<file path="src/rtl/twowire_recovery.sv">
module twowire_recovery #(
  parameter int STEP_CLKS = 250,
  parameter int PULSES    = 9
) (
  input  logic       clk,
  input  logic       rst_n,
  input  logic       start_i,
  input  logic       scl_in,
  input  logic       sda_in,
  output logic       scl_pull_o,
  output logic       sda_pull_o,
  output logic       busy_o,
  output logic       done_o,
  output logic [1:0] levels_o
);
  localparam int CNT_W  = $clog2(STEP_CLKS + 1);
  localparam int TRAIN  = 2 * PULSES;
  localparam int STEPS  = TRAIN + 3;
  localparam int STEP_W = $clog2(STEPS + 1);
  localparam logic [CNT_W-1:0]  CNT_LAST  = CNT_W'(STEP_CLKS - 1);
  localparam logic [STEP_W-1:0] STEP_LAST = STEP_W'(STEPS - 1);
  localparam logic [STEP_W-1:0] STEP_BOTH = STEP_W'(TRAIN);
  localparam logic [STEP_W-1:0] STEP_SDA  = STEP_W'(TRAIN + 1);

  logic              busy_q, done_q;
  logic [CNT_W-1:0]  cnt_q;
  logic [STEP_W-1:0] step_q;
  logic [1:0]        meta_q, live_q;
  logic              step_end;
  logic              scl_pull, sda_pull;

  assign step_end = busy_q && (cnt_q == CNT_LAST);

  always_ff @(posedge clk or negedge rst_n) begin
    if (!rst_n) begin
      busy_q <= 1'b0;
      done_q <= 1'b0;
      cnt_q  <= '0;
      step_q <= '0;
    end else begin
      done_q <= 1'b0;
      if (!busy_q) begin
        if (start_i) begin
          busy_q <= 1'b1;
          cnt_q  <= '0;
          step_q <= '0;
        end
      end else if (step_end) begin
        cnt_q <= '0;
        if (step_q == STEP_LAST) begin
          busy_q <= 1'b0;
          done_q <= 1'b1;
        end else begin
          step_q <= step_q + 1'b1;
        end
      end else begin
        cnt_q <= cnt_q + 1'b1;
      end
    end
  end

  always_comb begin
    scl_pull = 1'b0;
    sda_pull = 1'b0;
    if (busy_q) begin
      if (step_q < STEP_BOTH) begin
        scl_pull = step_q[0];
      end else if (step_q == STEP_BOTH) begin
        scl_pull = 1'b1;
        sda_pull = 1'b1;
      end else if (step_q == STEP_SDA) begin
        sda_pull = 1'b1;
      end
    end
  end

  always_ff @(posedge clk or negedge rst_n) begin
    if (!rst_n) begin
      meta_q <= 2'b11;
      live_q <= 2'b11;
    end else begin
      meta_q <= {scl_in, sda_in};
      live_q <= meta_q;
    end
  end

  assign scl_pull_o = scl_pull;
  assign sda_pull_o = sda_pull;
  assign busy_o     = busy_q;
  assign done_o     = done_q;
  assign levels_o   = live_q;

  assert_begin_first_step_R2: assert property (@(posedge clk) disable iff (!rst_n)
    $rose(busy_q) |-> (step_q == '0 && cnt_q == '0));

  assert_sda_falls_under_low_clock_R4: assert property (@(posedge clk) disable iff (!rst_n)
    $rose(sda_pull_o) |-> scl_pull_o);

  assert_sda_release_is_stop_R4: assert property (@(posedge clk) disable iff (!rst_n)
    $fell(sda_pull_o) |-> !scl_pull_o);

  assert_step_count_bound_R5: assert property (@(posedge clk) disable iff (!rst_n)
    busy_q |-> cnt_q <= CNT_LAST);

  assert_done_with_busy_fall_R6: assert property (@(posedge clk) disable iff (!rst_n)
    done_q |-> $fell(busy_q));

  assert_done_single_R6: assert property (@(posedge clk) disable iff (!rst_n)
    done_q |=> !done_q);

  assert_busy_start_ignored_R7: assert property (@(posedge clk) disable iff (!rst_n)
    (busy_q && start_i && !step_end) |=> (busy_q && $stable(step_q)));
endmodule

</file>
<file path="config.mk">
export PLATFORM = sky130hd
export DESIGN_NAME = twowire_recovery
export DESIGN_NICKNAME = d
export VERILOG_FILES = /design/src/rtl/twowire_recovery.sv
export SDC_FILE = /design/constraint.sdc
export NUM_CORES = 1
export LEC_CHECK = 0
export BUFFER_PORTS_ARGS = -buffer_cell sky130_fd_sc_hd__buf_2
export CORE_ASPECT_RATIO = 1.25
export CORE_MARGIN = 2
export CORE_UTILIZATION = 50
export DETAILED_ROUTE_END_ITERATION = 10
export PLACE_DENSITY = 0.78
export SLEW_MARGIN = 30
export SYNTH_ARGS = -nofsm -noshare
export SYNTH_HDL_FRONTEND = slang
export SYNTH_SLANG_ARGS = --single-unit
</file>
<file path="constraint.sdc">
create_clock -name clk -period 1.3 [get_ports clk]
set_input_delay 0.26 -clock clk [delete_from_list [all_inputs] [get_ports clk]]
set_output_delay 0.26 -clock clk [all_outputs]
set_load 0.05 [all_outputs]
</file>
==> out/summary.txt, run 1 <==
Sequential-to-total area share from yosys stat: 47.8%
Yosys reg bits: 19
Vias in the first global route: 956
Most frequent cells in the layout: buf_4 (28), dfrtp_1 (12), nand2_1 (9)
Storage cell area: 484 um^2
Static leakage: 0.696 nW
Drt wl/cell: 16.8 um
Synth Area per Inst: 9.86 um^2
Total GRT Usage: 23.7%
CP required: 1.04 ns
Post-DP HPWL: 1600 um
Tightest Pin Transition: 0.422 ns
Cts bufs inserted: 3
RD Place Congestion: 0.859
Vias: 934
Die Height: 54.2 um
Minimum clock period: 1.80 ns
Pin count of the biggest net entering global routing: 20
Fmax: 557 MHz
Hold Path Class: input pin to flop
Max Slew Vio Count: 0
Crit path launch type: flop
FFs w/ async S/R, synth: 100%
Status: finished, violations left
Maximum level of the CTS H-tree: 1
Relative slew slack: 71.9%
Clk root buf: clkbuf_4
Starting Density: 51.9%
Multi-input gate area: 609 um^2
Sink Count: 19
I/O Buffers: 10
Routed Antenna Nets: 0
Cells after Synth: 102
Row count: 18
Final instance area: 0.00150 mm^2
Synth Flop Type: dfrtp_1
Routed WL: 2750 um
Mapped cell area: 0.00101 mm^2
CTS tree: built
Final setup margin: -0.495 ns
Final setup violation count: 14
Critical-path cell list: inv_2 > ha_4 > nand4_1 > a21oi_4 > buf_6
Setup CP Type: flop to primary output
Failing checks: negative setup slack
Synth warn: 0
Max_cap viols: 0
DP Cell Count: 149
Core ar.: 0.00194 mm^2
Crit-path max cell delay: 0.44 ns
Vias per std cell: 5.70
Layout cells sized above 1: 54.2%
P per Cell Area: 1370 mW/mm^2
Net Count, Synth: 112
VDD IR max: 1.18 mV
RSZ-0062 raised after global routing: yes
DRC: 0
Fin. Hold Viols: 0
Skew final: 0.00228 ns
Layout Cells excl Fill: 164
Tcrit/Tclk final: 138%
Post-synth EDFFs: 0
CP Capture Type: primary output
Die area: 0.00239 mm^2
FILL cells: 135
DR pass1 iterations: 4
P&R area growth vs syn: 48.8%
Max Fanout on Critical Path: 3
CTS Buffer Depth: 2
Fin nets: 155
Post-synth cell types: 29
First-pass GRT wire length: 3950 um
Clk_lat worst skew: 0.30 ns
Post-DP Area: 0.00124 mm^2
Commonest non-fill, non-tap cell in the layout: buf_4
DRT iter0 DRCs: 4
# IOs: 11
Setup TNS: -2.44 ns
Crit path DAT: 1.54 ns
Number of diodes: 0
Slowest cell on the critical path: dfrtp_1
Remaining Overflow, GRT: 0
Reg clk slew, reported paths: 0.11 ns
Initial antenna violation count: 0
Die W: 44.1 um
## kinds of logic (layout without fill, tap and decap cells)
| group | Yosys count | in the layout | share of synthesized area (%) |
|---|---|---|---|
| AO/OA/AOI/OAI | 24 | 24 | 14.2 |
| adder cells (fa/ha/maj) | 5 | 5 | 6.22 |
| buffers and inverters | 9 | 51 | 4.35 |
| flip-flops | 19 | 19 | 47.8 |
| XOR/XNOR | 2 | 2 | 1.74 |
| multiplexers | 1 | 1 | 0.995 |
| AND/OR/NAND/NOR | 42 | 42 | 24.8 |
## cell type report
type	instances	area share [%]
Multi-Input combinational cell	74	40.7
Clock inverter	1	0.334
Timing Repair Buffer	41	21.9
Inverter	6	1.51
Tap cell	20	1.67
Clock buffer	3	1.51
Sequential cell	19	32.4
## stage by stage
step / setup slack (ns) / hold WS [ns] / utilization [%] / power [mW]
after floorplan: -0.101 / -0.0356 / - / 1.24
after global placement: -0.210 / 0.210 / 64.1 / 1.54
after CTS: -0.402 / 0.0436 / 72.2 / 1.96
final: -0.495 / 0.0402 / 77.3 / 2.05
after detailed placement: -0.248 / 0.222 / 64.1 / 1.58
after global routing: -0.536 / 0.0388 / 77.3 / 2.18
## critical path, delay by kind of cell (launching register included)
family | cells | cell delay (ns)
fa+ha+maj | 1 | 0.15
buf+inv | 2 | 0.28
simple gates | 1 | 0.16
flops | 1 | 0.44
compound gates | 1 | 0.21
## final timing paths
check                                      start                     to  slack (ns)  cells past startpoint
setup reg to reg           step_q[0]$_DFFE_PN0P_  step_q[3]$_DFFE_PN0P_       -0.25                      7
hold / removal                            scl_in    meta_q[1]$_DFF_PN1_        0.04                      1
hold reg to reg              meta_q[0]$_DFF_PN1_  levels_o[0]$_DFF_PN1_        0.36                      0
max in group asynchronous                  rst_n  levels_o[1]$_DFF_PN1_        0.55                      2
setup / recovery           step_q[0]$_DFFE_PN0P_             scl_pull_o       -0.50                      5
min in group asynchronous                  rst_n  step_q[1]$_DFFE_PN0P_        0.41                      2
## layer usage
layer / wire (um) / GRT usage [%]
met5: 0 / 0
met4: 56 / 14.1
met3: 57 / 2.01
met2: 1580 / 47.1
met1: 1060 / 23.1
## report_power, final
| part | total [mW] | switching (mW) | leakage [nW] | internal (mW) |
|---|---|---|---|---|
| clock network | 0.304 | 0.189 | 0.0177 | 0.115 |
| registers | 0.842 | 0.0988 | 0.221 | 0.743 |
| logic | 0.904 | 0.451 | 0.457 | 0.453 |
| total | 2.05 | 0.738 | 0.696 | 1.31 |
## Yosys cell counts, types with 2 or more instances
cell type,n,area (um^2)
a21oi_1,9,45.0
buf_2,2,10.0
dfrtp_1,15,375
dfstp_2,4,105
ha_1,5,62.6
inv_1,6,22.5
nand2_1,11,41.3
nand3_1,8,40.0
nand4_1,5,31.3
nor2_1,6,22.5
nor3_1,2,10.0
o21ai_0,10,50.1
o31ai_1,2,15.0
xor2_1,2,17.5
## registers in the layout, summed over array words and instances, names as in the netlist
register,count
step_q,5
done_o,1
cnt_q,8
meta_q,2
busy_o,1
levels_o,2
## timing repair
| action | in CTS | in global routing |
|---|---|---|
| resized for setup | 25 | 15 |
| hold buffers | 1 | 0 |
| cloned | 0 | 0 |
| hold endpoints to repair | 15 | 0 |
| pin swaps | 10 | 10 |
| setup endpoints to repair | 18 | 20 |
| setup buffers | 6 | 4 |
Power figures use the tool's default switching activity.
==> inputs of run 2 (changes only) <==
--- a/config.mk
+++ b/config.mk
@@ -6,7 +6,7 @@
 export NUM_CORES = 1
 export LEC_CHECK = 0
 export BUFFER_PORTS_ARGS = -buffer_cell sky130_fd_sc_hd__buf_2
-export CORE_ASPECT_RATIO = 1.25
+export CORE_ASPECT_RATIO = 1.1
 export CORE_MARGIN = 2
 export CORE_UTILIZATION = 50
 export DETAILED_ROUTE_END_ITERATION = 10
==> run 2 against run 1 <==
  * The flow still finishes with violations (negative setup slack)
  * Sequential power about the same
  * Clock-buffer cell count unchanged
  * Routed wire length up 0.54%
  * Hold slack better by 0.016 ns
  * Combinational power up 12%
  * Cell area up 3.8%
  * Flip-flop and latch count unchanged
  * Setup slack better by 0.038 ns
  * Fmax up 2.2%
  * Clock power down 2%
  * Core utilization up 2.1 points
  * First-iteration DRC count rose to 6.5 times the previous value
  * Largest cell class unchanged
==> out/summary.txt, run 2 (synthesized netlist as in run 1, its figures left out) <==
Status: finished, violations left (unchanged)
Failing checks: negative setup slack (unchanged)
Sw power: 0.776 mW (was 0.738 mW)
Fmax: 569 MHz (was 557 MHz)
VDD IR max: 1.16 mV (was 1.18 mV)
Tcrit/Tclk final: 135% (was 138%)
Skew final: 0.00964 ns (was 0.00228 ns)
Util after Layout: 79.3% (was 77.3%)
Routed WL: 2770 um (was 2750 um)
DRT iter0 DRCs: 26 (was 4)
Max_cap viols: 0 (unchanged)
Fin nets: 159 (was 155)
Layout cells sized above 1: 59.5% (was 54.2%)
Max Slew Vio Count: 0 (unchanged)
Core ar.: 0.00196 mm^2 (was 0.00194 mm^2)
DR pass1 iterations: 4 (unchanged)
Clk_lat worst skew: 0.30 ns (about the same)
Die Height: 51.0 um (was 54.2 um)
P per Cell Area: 1380 mW/mm^2 (was 1370 mW/mm^2)
# IOs: 11 (unchanged)
Cts bufs inserted: 3 (unchanged)
Switching share of power: 36.1% (was 36.0%)
Largest Register: cnt_q (unchanged)
Maximum level of the CTS H-tree: 1 (unchanged)
CP Capture Type: primary output (unchanged)
Flop2flop setup slack: -0.26 ns (was -0.25 ns)
Tightest Pin Transition: 0.438 ns (was 0.422 ns)
Final setup violation count: 15 (was 14)
Flop pwr share: 39.3% (was 41.1%)
Crit path launch type: flop (unchanged)
Minimum clock period: 1.76 ns (was 1.80 ns)
Vias in the first global route: 916 (was 956)
Sink Count: 19 (unchanged)
Initial antenna violation count: 0 (unchanged)
Die W: 46.8 um (was 44.1 um)
Row count: 17 (was 18)
Hold Path Origin: scl_in (unchanged)
Power Internal: 1.37 mW (was 1.31 mW)
Clock group share of total power: 13.8% (was 14.8%)
Crit path DAT: 1.50 ns (was 1.54 ns)
Most frequent cells in the layout: buf_4 (33), dfrtp_1 (11), nand2_1 (9) (was buf_4 (28), dfrtp_1 (12), nand2_1 (9))
P&R area growth vs syn: 54.4% (was 48.8%)
Die area: 0.00239 mm^2 (about the same)
Fin. Hold Viols: 0 (unchanged)
Relative slew slack: 70.8% (was 71.9%)
DRC: 0 (unchanged)
Setup CP Type: flop to primary output (unchanged)
Commonest non-fill, non-tap cell in the layout: buf_4 (unchanged)
Crit. Startpoint: step_q[0]$_DFFE_PN0P_ (unchanged)
Max Fanout on Critical Path: 3 (unchanged)
CTS tree: built (unchanged)
Post-DP HPWL: 1520 um (was 1600 um)
Remaining Overflow, GRT: 0 (unchanged)
Total GRT Usage: 22.6% (was 23.7%)
Static leakage: 0.710 nW (was 0.696 nW)
Routed Antenna Nets: 0 (unchanged)
Vias: 971 (was 934)
Setup TNS: -2.47 ns (was -2.44 ns)
Max reg flops: 8 (unchanged)
Final setup margin: -0.457 ns (was -0.495 ns)
RSZ-0062 raised after global routing: yes (unchanged)
Reg clk slew, reported paths: 0.11 ns (about the same)
Clk root buf: clkbuf_4 (unchanged)
RD Place Congestion: 0.820 (was 0.859)
Reg2reg start: step_q[1]$_DFFE_PN0P_ (was step_q[0]$_DFFE_PN0P_)
Pin count of the biggest net entering global routing: 20 (unchanged)
CP required: 1.04 ns (about the same)
Number of diodes: 0 (unchanged)
Biggest regs: cnt_q x8, step_q x5 (unchanged)
Worst hold slack: 0.0560 ns (was 0.0402 ns)
Logic pwr share: 46.8% (was 44.1%)
Starting Density: 51.4% (was 51.9%)
First-pass GRT wire length: 3910 um (was 3950 um)
Worst slack at placement: -0.246 ns (was -0.248 ns)
Hold Path Class: input pin to flop (unchanged)
Vias per std cell: 5.52 (was 5.70)
Drt wl/cell: 15.7 um (was 16.8 um)
I/O Buffers: 10 (unchanged)
CTS Buffer Depth: 2 (unchanged)
-- run 2: power groups by stage --
stage          combinational, mW  sequential, mW  clock (mW)
6_report                    1.01           0.844       0.297
5_1_grt                     1.10           0.859       0.320
4_1_cts                    0.844           0.842       0.301
3_5_place_dp               0.711           0.847           0
3_3_place_gp               0.690           0.838           0
2_1_floorplan              0.350           0.893           0
-- run 2: area by class of cell --
| cell class | count | area, um^2 |
|---|---|---|
| Multi-Input combinational cell | 74 | 626 |
| Sequential cell | 19 | 485 |
| Fill cell | 129 | 404 |
| Timing Repair Buffer | 45 | 354 |
| Tap cell | 28 | 35.0 |
| Inverter | 6 | 25.0 |
| Clock buffer | 3 | 22.5 |
| Clock inverter | 1 | 5.00 |
-- run 2: path summary, 6_finish.rpt --
kind / endpoint / depth (start not counted)
hold reg to reg: levels_o[0]$_DFF_PN1_ / 0
min in group asynchronous: step_q[0]$_DFFE_PN0P_ / 2
setup reg to reg: step_q[4]$_DFFE_PN0P_ / 7
setup / recovery: sda_pull_o / 5
hold / removal: meta_q[1]$_DFF_PN1_ / 1
max in group asynchronous: meta_q[0]$_DFF_PN1_ / 2
-- run 2: layer usage --
layer	wire length (um)	GRT usage [%]
met5	0	0
met4	26	8.33
met3	33	2.12
met2	1530	40.0
met1	1180	27.2
-- run 2: metrics by stage --
| step | power [mW] | std cells | instance area (um^2) |
|---|---|---|---|
| global route | 2.28 | 176 | 1550 |
| global placement | 1.53 | 157 | 1250 |
| finish | 2.15 | 176 | 1550 |
| CTS | 1.99 | 169 | 1440 |
| detailed placement | 1.56 | 157 | 1250 |
| floorplan | 1.24 | 102 | 1040 |
-- run 2: timing repair --
action	4_1_cts	5_1_grt
resized for setup	30	20
pin swaps	11	9
hold buffers	1	0
cloned	0	0
buffers inserted	7	7
setup endpoints to repair	18	17
hold endpoints to repair	15	0
-- run 2: worst max-delay path, stage by stage (launching register included) --
cell	delay, ns
dfrtp_1	0.41
buf_4	0.15
ha_2	0.20
o21ai_2	0.22
nor2_4	0.07
buf_6	0.15
==> inputs of run 3 (changes only) <==
--- a/config.mk
+++ b/config.mk
@@ -6,7 +6,7 @@
 export NUM_CORES = 1
 export LEC_CHECK = 0
 export BUFFER_PORTS_ARGS = -buffer_cell sky130_fd_sc_hd__buf_2
-export CORE_ASPECT_RATIO = 1.1
+export CORE_ASPECT_RATIO = 0.8
 export CORE_MARGIN = 2
 export CORE_UTILIZATION = 50
 export DETAILED_ROUTE_END_ITERATION = 10
==> run 3 against run 2 <==
  * Highest routed layer unchanged
  * Sequential share of layout area about the same
  * Fmax increased by 1.2%
  * Flip-flop and latch count unchanged
  * Critical path depth unchanged
  * Non-clock buffer count decreased by 2
  * The run still ends with negative setup slack left
  * Combinational power increased by 11%
==> out/summary.txt, run 3 (synthesized netlist as in run 1, its figures left out) <==
Status: finished, violations left (unchanged)
Failing checks: negative setup slack (unchanged)
First-pass GRT wire length: 4940 um (was 3910 um)
Setup CP Type: flop to primary output (unchanged)
Max Slew Vio Count: 0 (unchanged)
Power Internal: 1.39 mW (was 1.37 mW)
Routed WL: 3790 um (was 2770 um)
RSZ-0062 raised after global routing: yes (unchanged)
Post-DP HPWL: 1690 um (was 1520 um)
Vias in the first global route: 954 (was 916)
Tightest Pin Transition: 0.457 ns (was 0.438 ns)
Fmax: 576 MHz (was 569 MHz)
P&R area growth vs syn: 54.1% (was 54.4%)
Vias per std cell: 6.35 (was 5.52)
Total GRT Usage: 30.3% (was 22.6%)
Sw power: 0.897 mW (was 0.776 mW)
Biggest regs: cnt_q x8, step_q x5 (unchanged)
Crit path DAT: 1.48 ns (was 1.50 ns)
CTS Buffer Depth: 2 (unchanged)
Starting Density: 53.2% (was 51.4%)
P per Cell Area: 1470 mW/mm^2 (was 1380 mW/mm^2)
Fin nets: 157 (was 159)
Final setup margin: -0.436 ns (was -0.457 ns)
DR pass1 iterations: 4 (unchanged)
I/O Buffers: 10 (unchanged)
Util after Layout: 81.9% (was 79.3%)
Clk root buf: clkbuf_4 (unchanged)
CTS tree: built (unchanged)
Final setup violation count: 15 (unchanged)
Clk_lat worst skew: 0.31 ns (was 0.30 ns)
CP required: 1.04 ns (about the same)
Commonest non-fill, non-tap cell in the layout: buf_4 (unchanged)
Core ar.: 0.00189 mm^2 (was 0.00196 mm^2)
# IOs: 11 (unchanged)
DRT iter0 DRCs: 62 (was 26)
Skew final: 0.0193 ns (was 0.00964 ns)
Most frequent cells in the layout: buf_4 (29), dfrtp_1 (12), nand2_1 (9) (was buf_4 (33), dfrtp_1 (11), nand2_1 (9))
Total power draw: 2.28 mW (was 2.15 mW)
Logic pwr share: 49.2% (was 46.8%)
Minimum clock period: 1.74 ns (was 1.76 ns)
Sink Count: 19 (unchanged)
Cts bufs inserted: 3 (unchanged)
Switching share of power: 39.3% (was 36.1%)
Relative slew slack: 69.5% (was 70.8%)
Layout Cells excl Fill: 170 (was 176)
Static leakage: 0.707 nW (was 0.710 nW)
Worst hold slack: 0.0338 ns (was 0.0560 ns)
Largest Register: cnt_q (unchanged)
Die W: 54.2 um (was 46.8 um)
Pin count of the biggest net entering global routing: 20 (unchanged)
Max Fanout on Critical Path: 2 (was 3)
CP Capture Type: primary output (unchanged)
Layout cells sized above 1: 58.9% (was 59.5%)
FILL cells: 84 (was 129)
Routed Antenna Nets: 0 (unchanged)
DRC: 0 (unchanged)
Clock group share of total power: 13.3% (was 13.8%)
Setup TNS: -2.95 ns (was -2.47 ns)
Drt wl/cell: 22.3 um (was 15.7 um)
VDD IR max: 1.25 mV (was 1.16 mV)
RD Place Congestion: 0.826 (was 0.820)
Maximum level of the CTS H-tree: 1 (unchanged)
Max_cap viols: 0 (unchanged)
Crit path launch type: flop (unchanged)
Worst slack at placement: -0.242 ns (was -0.246 ns)
Post-DP Area: 0.00123 mm^2 (was 0.00125 mm^2)
Remaining Overflow, GRT: 0 (unchanged)
Final instance area: 0.00155 mm^2 (about the same)
Vias: 1080 (was 971)
DP Cell Count: 151 (was 157)
Flop pwr share: 37.5% (was 39.3%)
Fin. Hold Viols: 0 (unchanged)
Hold Path Class: input pin to flop (unchanged)
Number of diodes: 0 (unchanged)
Row count: 14 (was 17)
Tcrit/Tclk final: 134% (was 135%)
Die Height: 44.1 um (was 51.0 um)
Max reg flops: 8 (unchanged)
Reg clk slew, reported paths: 0.12 ns (was 0.11 ns)
Initial antenna violation count: 0 (unchanged)
Die area: 0.00239 mm^2 (about the same)
run 3: cell count changes in the layout (fill, tap and decap cells not counted), sizes merged:
| cell | delta |
|---|---|
| buf | -2 |
| clkbuf | +1 |
| clkinv | -1 |
run 3: repair_timing:
action / 4_1_cts / 5_1_grt
endpoints found under the setup margin: 18 / 20
pin swaps: 12 / 11
hold buffers: 1 / 0
gates resized for setup: 28 / 26
buffers inserted: 8 / 6
endpoints found under the hold margin: 15 / 0
run 3: path summary, 6_finish.rpt:
| path | startpoint | end | slack [ns] | cells after the start |
|---|---|---|---|---|
| min reg2reg | meta_q[1]$_DFF_PN1_ | levels_o[1]$_DFF_PN1_ | 0.38 | 0 |
| max | step_q[0]$_DFFE_PN0P_ | scl_pull_o | -0.44 | 5 |
| min in group asynchronous | rst_n | step_q[2]$_DFFE_PN0P_ | 0.40 | 2 |
| max in group asynchronous | rst_n | step_q[1]$_DFFE_PN0P_ | 0.56 | 2 |
| max reg2reg | step_q[1]$_DFFE_PN0P_ | step_q[4]$_DFFE_PN0P_ | -0.27 | 7 |
| min | sda_in | meta_q[0]$_DFF_PN1_ | 0.03 | 1 |
run 3: layout make-up:
cell class | count | area (um^2) | share of cell area, %
clock buffers | 4 | 26.3 | 1.69
inverters | 6 | 25.0 | 1.61
multi-input cells | 74 | 634 | 40.9
flip-flops and latches | 19 | 484 | 31.2
well taps | 24 | 30.0 | 1.94
repair buffers | 43 | 350 | 22.6
run 3: power groups by stage:
stage          combinational (mW)  sequential, mW  clock [mW]
2_1_floorplan               0.350           0.893           0
3_3_place_gp                0.686           0.835           0
3_5_place_dp                0.720           0.846           0
4_1_cts                     0.872           0.830       0.297
5_1_grt                      1.20           0.864       0.335
6_report                     1.12           0.857       0.304
run 3: metal layers:
| metal | global-route usage, % | part of all wire [%] |
|---|---|---|
| met5 | 0 | 0 |
| met4 | 10.5 | 5.3 |
| met3 | 8.45 | 11 |
| met2 | 51.6 | 47 |
| met1 | 36.5 | 37 |
run 3: worst max-delay path, stage by stage, from the launching register on:
cell,delay (ns)
dfrtp_1,0.41
inv_2,0.07
ha_2,0.19
nand4_1,0.14
a21oi_4,0.19
buf_6,0.17
